[src/rtl/irq_pkg.sv]
package irq_pkg;
  typedef struct packed {
    logic ie;
    logic isp;
  } flags_t;
endpackage

[src/rtl/irq_pending.sv]
module irq_pending #(
  parameter int NSRC = 8
) (
  input  logic            clk,
  input  logic            rst,
  input  logic [NSRC-1:0] req_i,
  input  logic [NSRC-1:0] clr_i,
  input  logic [NSRC-1:0] take_i,
  output logic [NSRC-1:0] pend_o
);
  logic [NSRC-1:0] pend_q;
  logic [NSRC-1:0] keep;

  // per-source pending latch: request dominates clear and take
  for (genvar g = 0; g < NSRC; g++) begin : g_bit
    assign keep[g] = pend_q[g] & ~clr_i[g] & ~take_i[g];
    always_ff @(posedge clk) begin
      if (rst) pend_q[g] <= 1'b0;
      else     pend_q[g] <= keep[g] | req_i[g];
    end
  end

  assign pend_o = pend_q;

  // a kept bit is never lost
  p_pending_held_r6: assert property (@(posedge clk) disable iff (rst)
    1'b1 |=> ((pend_q & $past(keep)) == $past(keep)));
endmodule

[src/rtl/irq_pick.sv]
module irq_pick #(
  parameter int NSRC = 8,
  localparam int IDW = (NSRC > 1) ? $clog2(NSRC) : 1
) (
  input  logic [NSRC-1:0] pend_i,
  input  logic [NSRC-1:0] mask_i,
  input  logic [NSRC-1:0] prio_i,
  input  logic            allow_low_i,
  output logic            valid_o,
  output logic [IDW-1:0]  id_o,
  output logic            lvl_o
);
  logic [NSRC-1:0] elig_hi, elig_lo;
  logic [IDW-1:0]  id_hi, id_lo;

  for (genvar g = 0; g < NSRC; g++) begin : g_elig
    assign elig_hi[g] = pend_i[g] & ~mask_i[g] & ~prio_i[g];
    assign elig_lo[g] = pend_i[g] & ~mask_i[g] &  prio_i[g] & allow_low_i;
  end

  // lowest index wins inside a level
  always_comb begin
    id_hi = '0;
    id_lo = '0;
    for (int i = NSRC - 1; i >= 0; i--) begin
      if (elig_hi[i]) id_hi = IDW'(i);
      if (elig_lo[i]) id_lo = IDW'(i);
    end
  end

  assign valid_o = (|elig_hi) | (|elig_lo);
  assign id_o    = (|elig_hi) ? id_hi : id_lo;
  assign lvl_o   = ~(|elig_hi);
endmodule

[src/rtl/irq_flag_stack.sv]
module irq_flag_stack
  import irq_pkg::*;
#(
  parameter int DEPTH = 4,
  localparam int AW  = (DEPTH > 1) ? $clog2(DEPTH) : 1,
  localparam int SPW = $clog2(DEPTH + 1)
) (
  input  logic   clk,
  input  logic   rst,
  input  logic   push_i,
  input  logic   pop_i,
  input  flags_t din_i,
  output flags_t top_o,
  output logic   full_o,
  output logic   empty_o
);
  flags_t         mem [DEPTH];
  logic [SPW-1:0] sp_q;
  logic [AW-1:0]  wr_idx, rd_idx;

  assign full_o  = (sp_q == SPW'(DEPTH));
  assign empty_o = (sp_q == '0);
  assign wr_idx  = AW'(sp_q);
  assign rd_idx  = empty_o ? '0 : AW'(sp_q - 1'b1);

  // storage without reset so it maps onto RAM
  always_ff @(posedge clk) begin
    if (push_i && !full_o) mem[wr_idx] <= din_i;
  end

  always_ff @(posedge clk) begin
    if (rst)                     sp_q <= '0;
    else if (push_i && !full_o)  sp_q <= sp_q + 1'b1;
    else if (pop_i && !empty_o)  sp_q <= sp_q - 1'b1;
  end

  assign top_o = mem[rd_idx];

  p_no_overflow_r10: assert property (@(posedge clk) disable iff (rst)
    sp_q <= SPW'(DEPTH));
  p_full_stays_r10: assert property (@(posedge clk) disable iff (rst)
    (full_o && !pop_i) |=> full_o);
endmodule

[src/rtl/nest_irq_ctrl.sv]
module nest_irq_ctrl
  import irq_pkg::*;
#(
  parameter int NSRC        = 8,
  parameter int STACK_DEPTH = 4,
  localparam int IDW = (NSRC > 1) ? $clog2(NSRC) : 1
) (
  input  logic            clk,
  input  logic            rst,
  input  logic [NSRC-1:0] req_i,
  input  logic [NSRC-1:0] clr_i,
  input  logic [NSRC-1:0] mask_i,
  input  logic [NSRC-1:0] prio_i,
  input  logic            instr_done_i,
  input  logic            ei_i,
  input  logic            di_i,
  input  logic            reti_i,
  input  logic            swi_i,
  output logic            ack_o,
  output logic [IDW-1:0]  ack_id_o,
  output logic            ack_sw_o,
  output logic            ie_o,
  output logic            isp_o
);
  logic            ie_q, isp_q, hold_q;
  logic [NSRC-1:0] pend, take;
  logic            win_valid, win_lvl;
  logic [IDW-1:0]  win_id;
  logic            st_full, st_empty;
  flags_t          st_top, st_din;
  logic            gate, take_mask, sw_take, push, pop;

  irq_pending #(.NSRC(NSRC)) u_pend (
    .clk(clk), .rst(rst), .req_i(req_i), .clr_i(clr_i),
    .take_i(take), .pend_o(pend)
  );

  irq_pick #(.NSRC(NSRC)) u_pick (
    .pend_i(pend), .mask_i(mask_i), .prio_i(prio_i), .allow_low_i(isp_q),
    .valid_o(win_valid), .id_o(win_id), .lvl_o(win_lvl)
  );

  assign st_din = '{ie: ie_q, isp: isp_q};

  irq_flag_stack #(.DEPTH(STACK_DEPTH)) u_stack (
    .clk(clk), .rst(rst), .push_i(push), .pop_i(pop), .din_i(st_din),
    .top_o(st_top), .full_o(st_full), .empty_o(st_empty)
  );

  // maskable acceptance window
  assign gate      = ie_q & instr_done_i & ~hold_q & ~reti_i & ~swi_i & ~st_full;
  assign take_mask = gate & win_valid;
  assign sw_take   = swi_i;
  assign push      = take_mask | sw_take;
  assign pop       = reti_i & ~sw_take;

  always_comb begin
    take = '0;
    if (take_mask) take[win_id] = 1'b1;
  end

  always_ff @(posedge clk) begin
    if (rst) begin
      ie_q     <= 1'b0;
      isp_q    <= 1'b1;
      hold_q   <= 1'b0;
      ack_o    <= 1'b0;
      ack_id_o <= '0;
      ack_sw_o <= 1'b0;
    end else begin
      ack_o    <= take_mask;
      ack_sw_o <= sw_take;
      ack_id_o <= take_mask ? win_id : '0;
      if (sw_take) begin
        ie_q <= 1'b0;
      end else if (take_mask) begin
        ie_q  <= 1'b0;
        isp_q <= win_lvl;
      end else if (pop) begin
        if (!st_empty) begin
          ie_q  <= st_top.ie;
          isp_q <= st_top.isp;
        end
      end else if (ei_i) begin
        ie_q <= 1'b1;
      end else if (di_i) begin
        ie_q <= 1'b0;
      end
      if (reti_i)            hold_q <= 1'b1;
      else if (instr_done_i) hold_q <= 1'b0;
    end
  end

  assign ie_o  = ie_q;
  assign isp_o = isp_q;

  p_ack_clears_ie_r1: assert property (@(posedge clk) disable iff (rst)
    (ack_o || ack_sw_o) |-> !ie_q);
  p_ie_stays_clear_r1: assert property (@(posedge clk) disable iff (rst)
    (!ie_q && !ei_i && !reti_i) |=> !ie_q);
  p_level_gate_r4: assert property (@(posedge clk) disable iff (rst)
    (win_valid && !isp_q) |-> !prio_i[win_id]);
  p_masked_never_r7: assert property (@(posedge clk) disable iff (rst)
    win_valid |-> !mask_i[win_id]);
  p_boundary_only_r8: assert property (@(posedge clk) disable iff (rst)
    ack_o |-> $past(instr_done_i));
  p_hold_blocks_r9: assert property (@(posedge clk) disable iff (rst)
    ack_o |-> !$past(hold_q));
  p_one_kind_r11: assert property (@(posedge clk) disable iff (rst)
    !(ack_o && ack_sw_o));
endmodule

[config.mk]
export PLATFORM = sky130hd
export DESIGN_NAME = nest_irq_ctrl
export DESIGN_NICKNAME = d
export VERILOG_FILES = /design/src/rtl/irq_pkg.sv /design/src/rtl/irq_pending.sv /design/src/rtl/irq_pick.sv /design/src/rtl/irq_flag_stack.sv /design/src/rtl/nest_irq_ctrl.sv
export SDC_FILE = /design/constraint.sdc
export NUM_CORES = 1
export LEC_CHECK = 0
export BUFFER_PORTS_ARGS = -buffer_cell sky130_fd_sc_hd__buf_2
export CAP_MARGIN = 10
export CORE_ASPECT_RATIO = 1.4
export CORE_MARGIN = 3
export CORE_UTILIZATION = 52
export DETAILED_ROUTE_END_ITERATION = 8
export PLACE_DENSITY = 0.8
export SLEW_MARGIN = 5
export SYNTH_ARGS = -nofsm -noshare
export SYNTH_HDL_FRONTEND = slang
export SYNTH_SLANG_ARGS = --single-unit
export TNS_END_PERCENT = 50
[constraint.sdc]
create_clock -name clk -period 2.8 [get_ports clk]
set_input_delay 0.84 -clock clk [delete_from_list [all_inputs] [get_ports clk]]
set_output_delay 0.84 -clock clk [all_outputs]
set_load 0.02 [all_outputs]
# --- After elaboration in Yosys (flattened, before gate mapping) ---
# Memories as Yosys holds them, arrays and structs flattened.
# Cells that the tools add are included.
word_totals:
  memories: 1
  ram_bits: 8
  regBits: 19
  output_inout_bits: 7
  wordCells: 176
  inputBits: 39
op_classes:
  order_cmp: 2
  n_reduce_logical: 16
  bitwise: 103
  addsub: 2
  muxes: 34
  n_eq_ne: 3
mem_list:
  columns: ["name", "words", "width", "rd", "rd_ports_with_merged_regs", "wr", "line_no", "source"]
  rows:
  - ["u_stack.mem", 4, 2, 1, 0, 1, "irq_flag_stack.sv:17", "flags_t mem [DEPTH];"]
op_table:
  columns: ["operator", "n"]
  rows:
  - ["$mux 3", 19]
  - ["$and 1x1->1", 55]
  - ["$not 1->1", 38]
  - ["$reduce_or 8->1", 2]
  - ["$mux 1", 12]
  - ["$or 1x1->1", 10]
  - ["$mux 8", 1]
  - ["$reduce_bool 2->1", 3]
  - ["$lt 3x4->1 const B", 1]
  - ["$add 3x1->3 const B", 1]
  - ["$demux 1 s3", 1]
  - ["$eq 3x3->1 const B", 1]
  - ["$ge 3x1->1 const B", 1]
  - ["$logic_and 1x1->1", 3]
  - ["$logic_not 3->1", 1]
  - ["$reduce_and 3->1", 1]
  - ["$reduce_bool 3->1", 1]
  - ["$reduce_or 3->1", 1]
  - ["$sub 3x1->3 const B", 1]
  - ["$logic_not 1->1", 2]
  - ["$mux 2", 1]
  - ["$ne 2x1->1 const B", 1]
  - ["$ne 2x2->1 const B", 1]
  - ["$reduce_and 2->1", 1]
  - ["$reduce_or 2->1", 1]

# --- Depth between registers and ports, before layout ---
# Gate-level depths: netlist (run 1).
depth:
  word_depth: 21
  ltp_mapped: 9
  depth_no_buf: 9

# --- Cells and area by module ---
# From an unflattened synthesis (run 1), not the netlist that was laid out.
unflattened:
  hier_cells: 171
  area_unflattened_um2: 1596.5
by_module_without_submodules:
  columns: ["module", "seq_area_each_um2", "cells_each", "instances", "area_per_inst_um2"]
  rows:
  - ["irq_flag_stack", 300.3, 52, 1, 600.6]
  - ["nest_irq_ctrl", 160.2, 43, 1, 390.4]
  - ["irq_pending", 160.2, 33, 1, 304.0]
  - ["irq_pick", 0.0, 43, 1, 301.5]

# --- Worst setup path after synthesis (run 1) ---
# No wires, ideal clock.
synth_path:
  path_kind: "register -> register"
  start: "reg u_stack.sp_q[0]"
  end: "mem u_stack.mem[0][0] (netlist bit), enable pin"
  arrival_time_ps: 2202
  t_required_ps: 2503
  path_stages_with_launch: 9
  path_slack_ps: 300
  synth_period_minus_slack_ps: 2500
  cell_sequence: "dfxtp_1 inv_1 ha_1 ha_1 or4b_1 or3_4 a41o_2 nand2_4 and2_1"
synth_via:
  elab_chain_cells: 8
  elab_cells_between_ends: 9
synth_rtl:
  columns: ["item", "line_no", "source"]
  rows:
  - ["start, declared", "irq_flag_stack.sv:18", "logic [SPW-1:0] sp_q;"]
  - ["start signal, assigned", "irq_flag_stack.sv:33", "else if (push_i && !full_o) sp_q <= sp_q + 1'b1;"]
  - ["start signal, assigned", "irq_flag_stack.sv:34", "else if (pop_i && !empty_o) sp_q <= sp_q - 1'b1;"]
  - ["$eq 3x3->1", "irq_flag_stack.sv:21", "assign full_o = (sp_q == SPW'(DEPTH));"]
  - ["$not 1->1", "nest_irq_ctrl.sv:51", "assign gate = ie_q & instr_done_i & ~hold_q & ~reti_i & ~swi_i & ~st_full;"]
  - ["$and 1x1->1", "nest_irq_ctrl.sv:51", null]
  - ["$and 1x1->1", "nest_irq_ctrl.sv:52", "assign take_mask = gate & win_valid;"]
  - ["$or 1x1->1", "nest_irq_ctrl.sv:54", "assign push = take_mask | sw_take;"]
  - ["$logic_and 1x1->1", "irq_flag_stack.sv:28", "if (push_i && !full_o) mem[wr_idx] <= din_i;"]
  - ["$mux 1", "irq_flag_stack.sv:28", null]
  - ["$mux 1 (implied by the code)", "irq_flag_stack.sv:28", null]
  - ["end, declared", "irq_flag_stack.sv:17", null]
# Parallel ways exist; a longest one is shown, timed or not.

# --- Worst setup path in the final report (run 1) ---
layout_path:
  start: "reg u_stack.sp_q[0]"
  end: "reg u_stack.sp_q[2]"
layout_via:
  elab_chain_cells: 7
  elab_cells_between_ends: 15
layout_rtl:
  columns: ["item", "line_no"]
  rows:
  - ["$eq 3x3->1", "irq_flag_stack.sv:21"]
  - ["$not 1->1", "nest_irq_ctrl.sv:51"]
  - ["$and 1x1->1", "nest_irq_ctrl.sv:51"]
  - ["$and 1x1->1", "nest_irq_ctrl.sv:52"]
  - ["$or 1x1->1", "nest_irq_ctrl.sv:54"]
  - ["$logic_and 1x1->1", "irq_flag_stack.sv:33"]
  - ["$mux 3 / $reduce_bool 2->1 (equally long branches)", null]
# Parallel ways exist; a longest one is shown, timed or not. The select of a mux whose other input is x is not followed.
# A chain may end at the register's enable or synchronous reset.

==> results_dict.tcl, run 1 <==
set metrics [dict create \
    powerDensity_nw_per_um2 476 \
    worst_pin_slew_ns 0.679 \
    slew_headroom_pct 54.6 \
    drive_gt1_share_pct 28.1 \
    boundaryPins 46 \
    synth_area_sq_um 1650 \
    irDropWorstVdd_mv 0.262 \
    ctsHoldBuffers 0 \
    cts_resized 0 \
    insertion_delay_ns 0.27 \
    antenna_found_initial 0 \
    dp_cells 257 \
    synth_cell_type_count 48 \
    r2r_end "u_stack.sp_q[2]" \
    hold_violations 0 \
    worst_hold_slack_ns 0.508 \
    syn_nets 223 \
    min_from "u_pend.pend_o[5]" \
    fmax_ghz 0.390 \
    ys_seq_area_share_pct 37.5 \
    drt.antenna.violating_nets 0 \
    crit_path_max_fanout 8 \
    die_h_um 72.7 \
    regArea_sq_um 621 \
    drt-pass1-iter-count 4 \
    period_share_pct 91.6 \
    avgViaCountPerCell 5.85 \
    cts-buffers-inserted 3 \
    cts_tree "yes" \
    r2r-start "u_stack.sp_q[0]" \
    setup_slack_ns 0.235 \
    gp_congestion 0.896 \
    synth_common_cells "19 x dfxtp_1, 18 x inv_1, 17 x a21oi_1" \
    fillers 247 \
    cts_setup_buffers 0 \
    hold_end "u_pend.pend_o[5]" \
    finalSetupTns_ns 0 \
    rsz0062_at_grt "false" \
    synth_edf_count 8 \
    fin_worst_skew_ns 0.00831 \
    pre_cts_slack_ns 0.0931 \
    status "complete, no violations" \
    port_buffers 45 \
    ys_top_cells_by_area "dfxtp_1 23%, edfxtp_1 15%, a21oi_1 5.1%" \
    grt_pass1_wl_mm 6.37 \
    synthArstFlopShare_pct 0 \
    hold_class "flop to flop" \
    wl_mm 4.00 \
    num_rows 23 \
    grt_usage_pct 21.5 \
    start_util_pct 55.8 \
    remaining_drc_errors 0 \
    yosysTopAreaCell "dfxtp_1" \
    r2r_slack_ns 0.23 \
    yosysMostFrequentCell "dfxtp_1" \
    nets 270 \
    ys_seq_elements 27 \
    hpwlAfterDp_mm 3.23 \
    vias 1527 \
    synth_cells 178 \
    cts_max_level 1 \
    total_power_mw 0.937 \
    cts_sinks 27 \
    cts_root_buf "clkbuf_8" \
    n_antenna_cell 0 \
    max_cap_viol_count 0 \
    drv_slew 0 \
    post_drt_wl_per_cell_um 15.3 \
    avgSynthCellArea_sq_um 9.29 \
    cp.required_ns 2.94 \
    overflow 0 \
    path_class "flop to flop" \
    critPathLaunchType "flop" \
    grt_max_degree 21 \
    worst_setup_path_end_kind "flop" \
    ys_warn_count 0 \
    synth_top_cell_area_share_pct 23.0 \
    die_area_sq_um 3900 \
    fin_crit_ns 2.57 \
    core_sq_um 2960 \
    leakage_nw 0.888 \
    grt_pass1_vias 1487 \
    path_clk_slew_ns 0.10 \
    post_layout_nonfiller_instances 261 \
    die_w_um 53.7 \
    syn2layout_area_growth_pct 19.0 \
    cts_buffer_depth 2 \
    worst-endpoint-arrival_ns 2.71 \
    setup_violations 0 \
    multi_input_area_sq_um 945 \
    ys.flop_type "dfxtp_1" \
    drtIter0Drc 51 \
    holdPathStages 2 \
    r2r_cells 9 \
]
## placed cells by master, fill, tap and decap left out, drive strengths merged, types with 2 or more instances in the layout
master / n
nor2b: 5
inv: 18
or3b: 2
nor4b: 5
nor4: 3
and2: 5
ha: 6
nor3: 7
nor3b: 6
nand2: 9
nand2b: 4
a21o: 2
o311ai: 3
nand4: 2
o32ai: 2
dfxtp: 19
and4b: 7
a21oi: 17
o21ai: 4
edfxtp: 8
clkbuf: 3
nor2: 12
nand4b: 5
a211oi: 2
buf: 47
o31ai: 2
mux2i: 3
## power by group
part | internal, mW | switching, mW
logic | 0.116 | 0.145
registers | 0.432 | 0.0224
clock network | 0.101 | 0.120
## worst max path at each step
stage               cells past startpoint            start           endpoint  slack (ns)
floorplan                               8  u_stack.sp_q[0]  u_stack.mem[0][0]        0.30
detailed placement                      7           reti_i    u_stack.sp_q[2]        0.09
global route                            9  u_stack.sp_q[1]    u_stack.sp_q[2]        0.13
global placement                        6           reti_i  u_stack.mem[3][1]        0.14
finish                                  9  u_stack.sp_q[0]    u_stack.sp_q[2]        0.23
CTS                                     9  u_stack.sp_q[0]    u_stack.sp_q[2]        0.23
## cell families (layout without fill, tap and decap cells)
logic type,after synthesis,after routing,synth area share [%]
AND/OR/NAND/NOR,77,77,32.2
AO/OA/AOI/OAI,41,41,17.2
flip-flops,27,27,37.5
buffers and inverters,23,69,5.37
adder cells (fa/ha/maj),6,6,4.54
multiplexers,4,4,3.18
## worst max-delay path: stages (launching register included)
cell,delay [ns]
dfxtp_1,0.34
inv_1,0.09
ha_1,0.24
ha_1,0.20
or4b_1,0.47
or3_4,0.36
a41o_2,0.28
nand2_4,0.11
mux2i_1,0.19
o311ai_0,0.14
## state kept, by name (all words and copies together), names as in the netlist
register / count
hold_q: 1
isp_o: 1
ack_sw_o: 1
ack_id_o: 3
ack_o: 1
u_stack.sp_q: 3
ie_o: 1
u_pend.pend_o: 8
u_stack.mem: 8
## metrics by stage
step	cell area, sq um	util [%]
floorplan	1650	-
global placement	1920	64.8
detailed placement	1920	64.8
CTS	1970	66.4
global route	1970	66.4
finish	1970	66.4
## metal layers
metal	up-vias	global-route usage (%)	part of all wire, %
li1	759	-	-
met1	711	23.1	39
met4	0	7.67	1.0
met5	-	0	0
met3	6	2.04	3.8
met2	51	41.2	57
## cell type report
cell class,count,share of cell area [%]
sequential,27,31.5
tap,37,2.35
timing repair buffer,47,12.2
multi-input combinational,128,48.0
clock buffer,3,2.10
clock inverter,1,0.381
inverter,18,3.43
Power figures use the tool's default switching activity.
==> run 2: changes to the inputs <==
PLACE_DENSITY = default   (was 0.8)
PLACE_DENSITY_LB_ADDON = 0.3   (was default)
TNS_END_PERCENT = 5   (was 50)
==> run 2 against run 1 <==
Compared with the run above:
- hold slack worse by 0.0091 ns
- global-route usage up 0.79 points
- utilization down 0.084 points
- routed wire length is 1.8% higher
- largest power group unchanged
==> results_dict.tcl, run 2 (synthesized netlist as in run 1, its figures left out) <==
set metrics [dict create \
    status "complete, no violations" \
    gp_congestion 0.875 \
    final_cell_mix "45 x buf_2, 19 x dfxtp_1, 18 x inv_1" \
    insertion_delay_ns 0.27 \
    fillers 252 \
    r2r-start "u_stack.sp_q[1]" \
    die_area_sq_um 3900 \
    syn2layout_area_growth_pct 18.8 \
    num_rows 23 \
    grt_pass1_vias 1552 \
    fin_worst_skew_ns 0.00569 \
    cts_resized 0 \
    final_util_pct 66.3 \
    cp_common_cell "ha_1" \
    antenna_found_initial 0 \
    critPathSlowestCell "or4b_1" \
    finalSetupTns_ns 0 \
    drtIter0Drc 45 \
    drive_gt1_share_pct 28.1 \
    r2r_slack_ns 0.18 \
    hold_class "flop to flop" \
    path_class "flop to flop" \
    worst_pin_slew_ns 0.696 \
    cts_max_level 1 \
    worst_setup_path_end_kind "flop" \
    drt.antenna.violating_nets 0 \
    hold_end "hold_q" \
    post_drt_wl_per_cell_um 15.6 \
    setup_violations 0 \
    drt-pass1-iter-count 4 \
    cts_setup_buffers 0 \
    overflow 0 \
    n_antenna_cell 0 \
    boundaryPins 46 \
    final_area_sq_um 1970 \
    grt_pass1_wl_mm 6.62 \
    slew_headroom_pct 53.5 \
    crit_path_max_fanout 8 \
    cpPeakStageDelay_ns 0.47 \
    crit_buf_inv 1 \
    fmax_ghz 0.381 \
    avgViaCountPerCell 5.85 \
    hpwlAfterDp_mm 3.26 \
    rsz0062_at_grt "false" \
    ctsHoldBuffers 0 \
    worst-endpoint-arrival_ns 2.76 \
    period_share_pct 93.6 \
    irDropWorstVdd_mv 0.265 \
    start_util_pct 55.8 \
    grt_max_degree 21 \
    wl_mm 4.08 \
    cts_sinks 27 \
    path_clk_slew_ns 0.10 \
    cts_root_buf "clkbuf_8" \
    fin_crit_ns 2.62 \
    leakage_nw 0.892 \
    nets 270 \
    worst_hold_slack_ns 0.499 \
    path_cells "inv_1 > ha_1 > ha_1 > or4b_1 > or3_4 > a41o_2 > nand2_4 > mux2i_1 > o311ai_0" \
    cts_tree "yes" \
    vias 1526 \
    core_sq_um 2960 \
    final_common_cell "buf_2" \
    place_area_sq_um 1920 \
    multi_input_area_sq_um 945 \
    grt_usage_pct 22.3 \
    hold_violations 0 \
    crit_family "simple AND/OR/NAND/NOR gates" \
    holdPathStages 2 \
    remaining_drc_errors 0 \
    drv_slew 0 \
    cts_buffer_depth 2 \
    regArea_sq_um 621 \
    min_from "hold_q" \
    cp.required_ns 2.94 \
    powerDensity_nw_per_um2 478 \
    port_buffers 45 \
    die_h_um 72.7 \
    max_cap_viol_count 0 \
    cts-buffers-inserted 3 \
    die_w_um 53.7 \
    r2r_end "u_stack.sp_q[2]" \
    critPathLaunchType "flop" \
    r2r_cells 9 \
]
run 2: cell count changes in the layout (fill, tap and decap cells not counted):
cell and change:
clkinvlp_4 -1, clkinv_2 +1
run 2: worst max path at each step:
stage                         start                 to  slack (ns)  cells past startpoint
CTS                 u_stack.sp_q[1]    u_stack.sp_q[2]        0.18                      9
global route        u_stack.sp_q[1]   u_pend.pend_o[4]        0.02                      9
floorplan           u_stack.sp_q[0]  u_stack.mem[0][0]        0.30                      8
finish              u_stack.sp_q[1]    u_stack.sp_q[2]        0.18                      9
global placement             reti_i  u_stack.mem[3][1]        0.14                      6
detailed placement           reti_i    u_stack.sp_q[2]        0.08                      7
run 2: layout make-up:
cell class | count | share of cell area [%]
clock inverters | 1 | 0.255
multi-input cells | 128 | 48.1
repair buffers | 47 | 12.2
clock buffers | 3 | 2.10
flip-flops and latches | 27 | 31.6
well taps | 37 | 2.36
inverters | 18 | 3.44
run 2: worst min-delay path: stages, from the launching register on:
cell     delay (ns)
dfxtp_1        0.34
a21oi_1        0.06
nor2_1         0.07
run 2: power by group:
part / switching, mW / internal, mW / leakage (nW)
combinational: 0.147 / 0.117 / 0.640
clock: 0.120 / 0.0995 / 0.0255
sequential: 0.0234 / 0.432 / 0.227
run 2: per-stage QoR:
stage	power (mW)	setup WS, ns	cells
2_1_floorplan	0.635	0.300	178
3_3_place_gp	0.710	0.142	257
3_5_place_dp	0.726	0.0762	257
4_1_cts	0.937	0.180	261
5_1_grt	0.989	0.0222	261
6_report	0.939	0.178	261
run 2: metal layers:
metal / track usage (%) / vias up / routed length [um]
li1: - / 756 / -
met1: 23.4 / 737 / 1550
met2: 43.5 / 29 / 2370
met3: 2.25 / 4 / 118
met4: 7.39 / 0 / 46
met5: 0 / - / 0
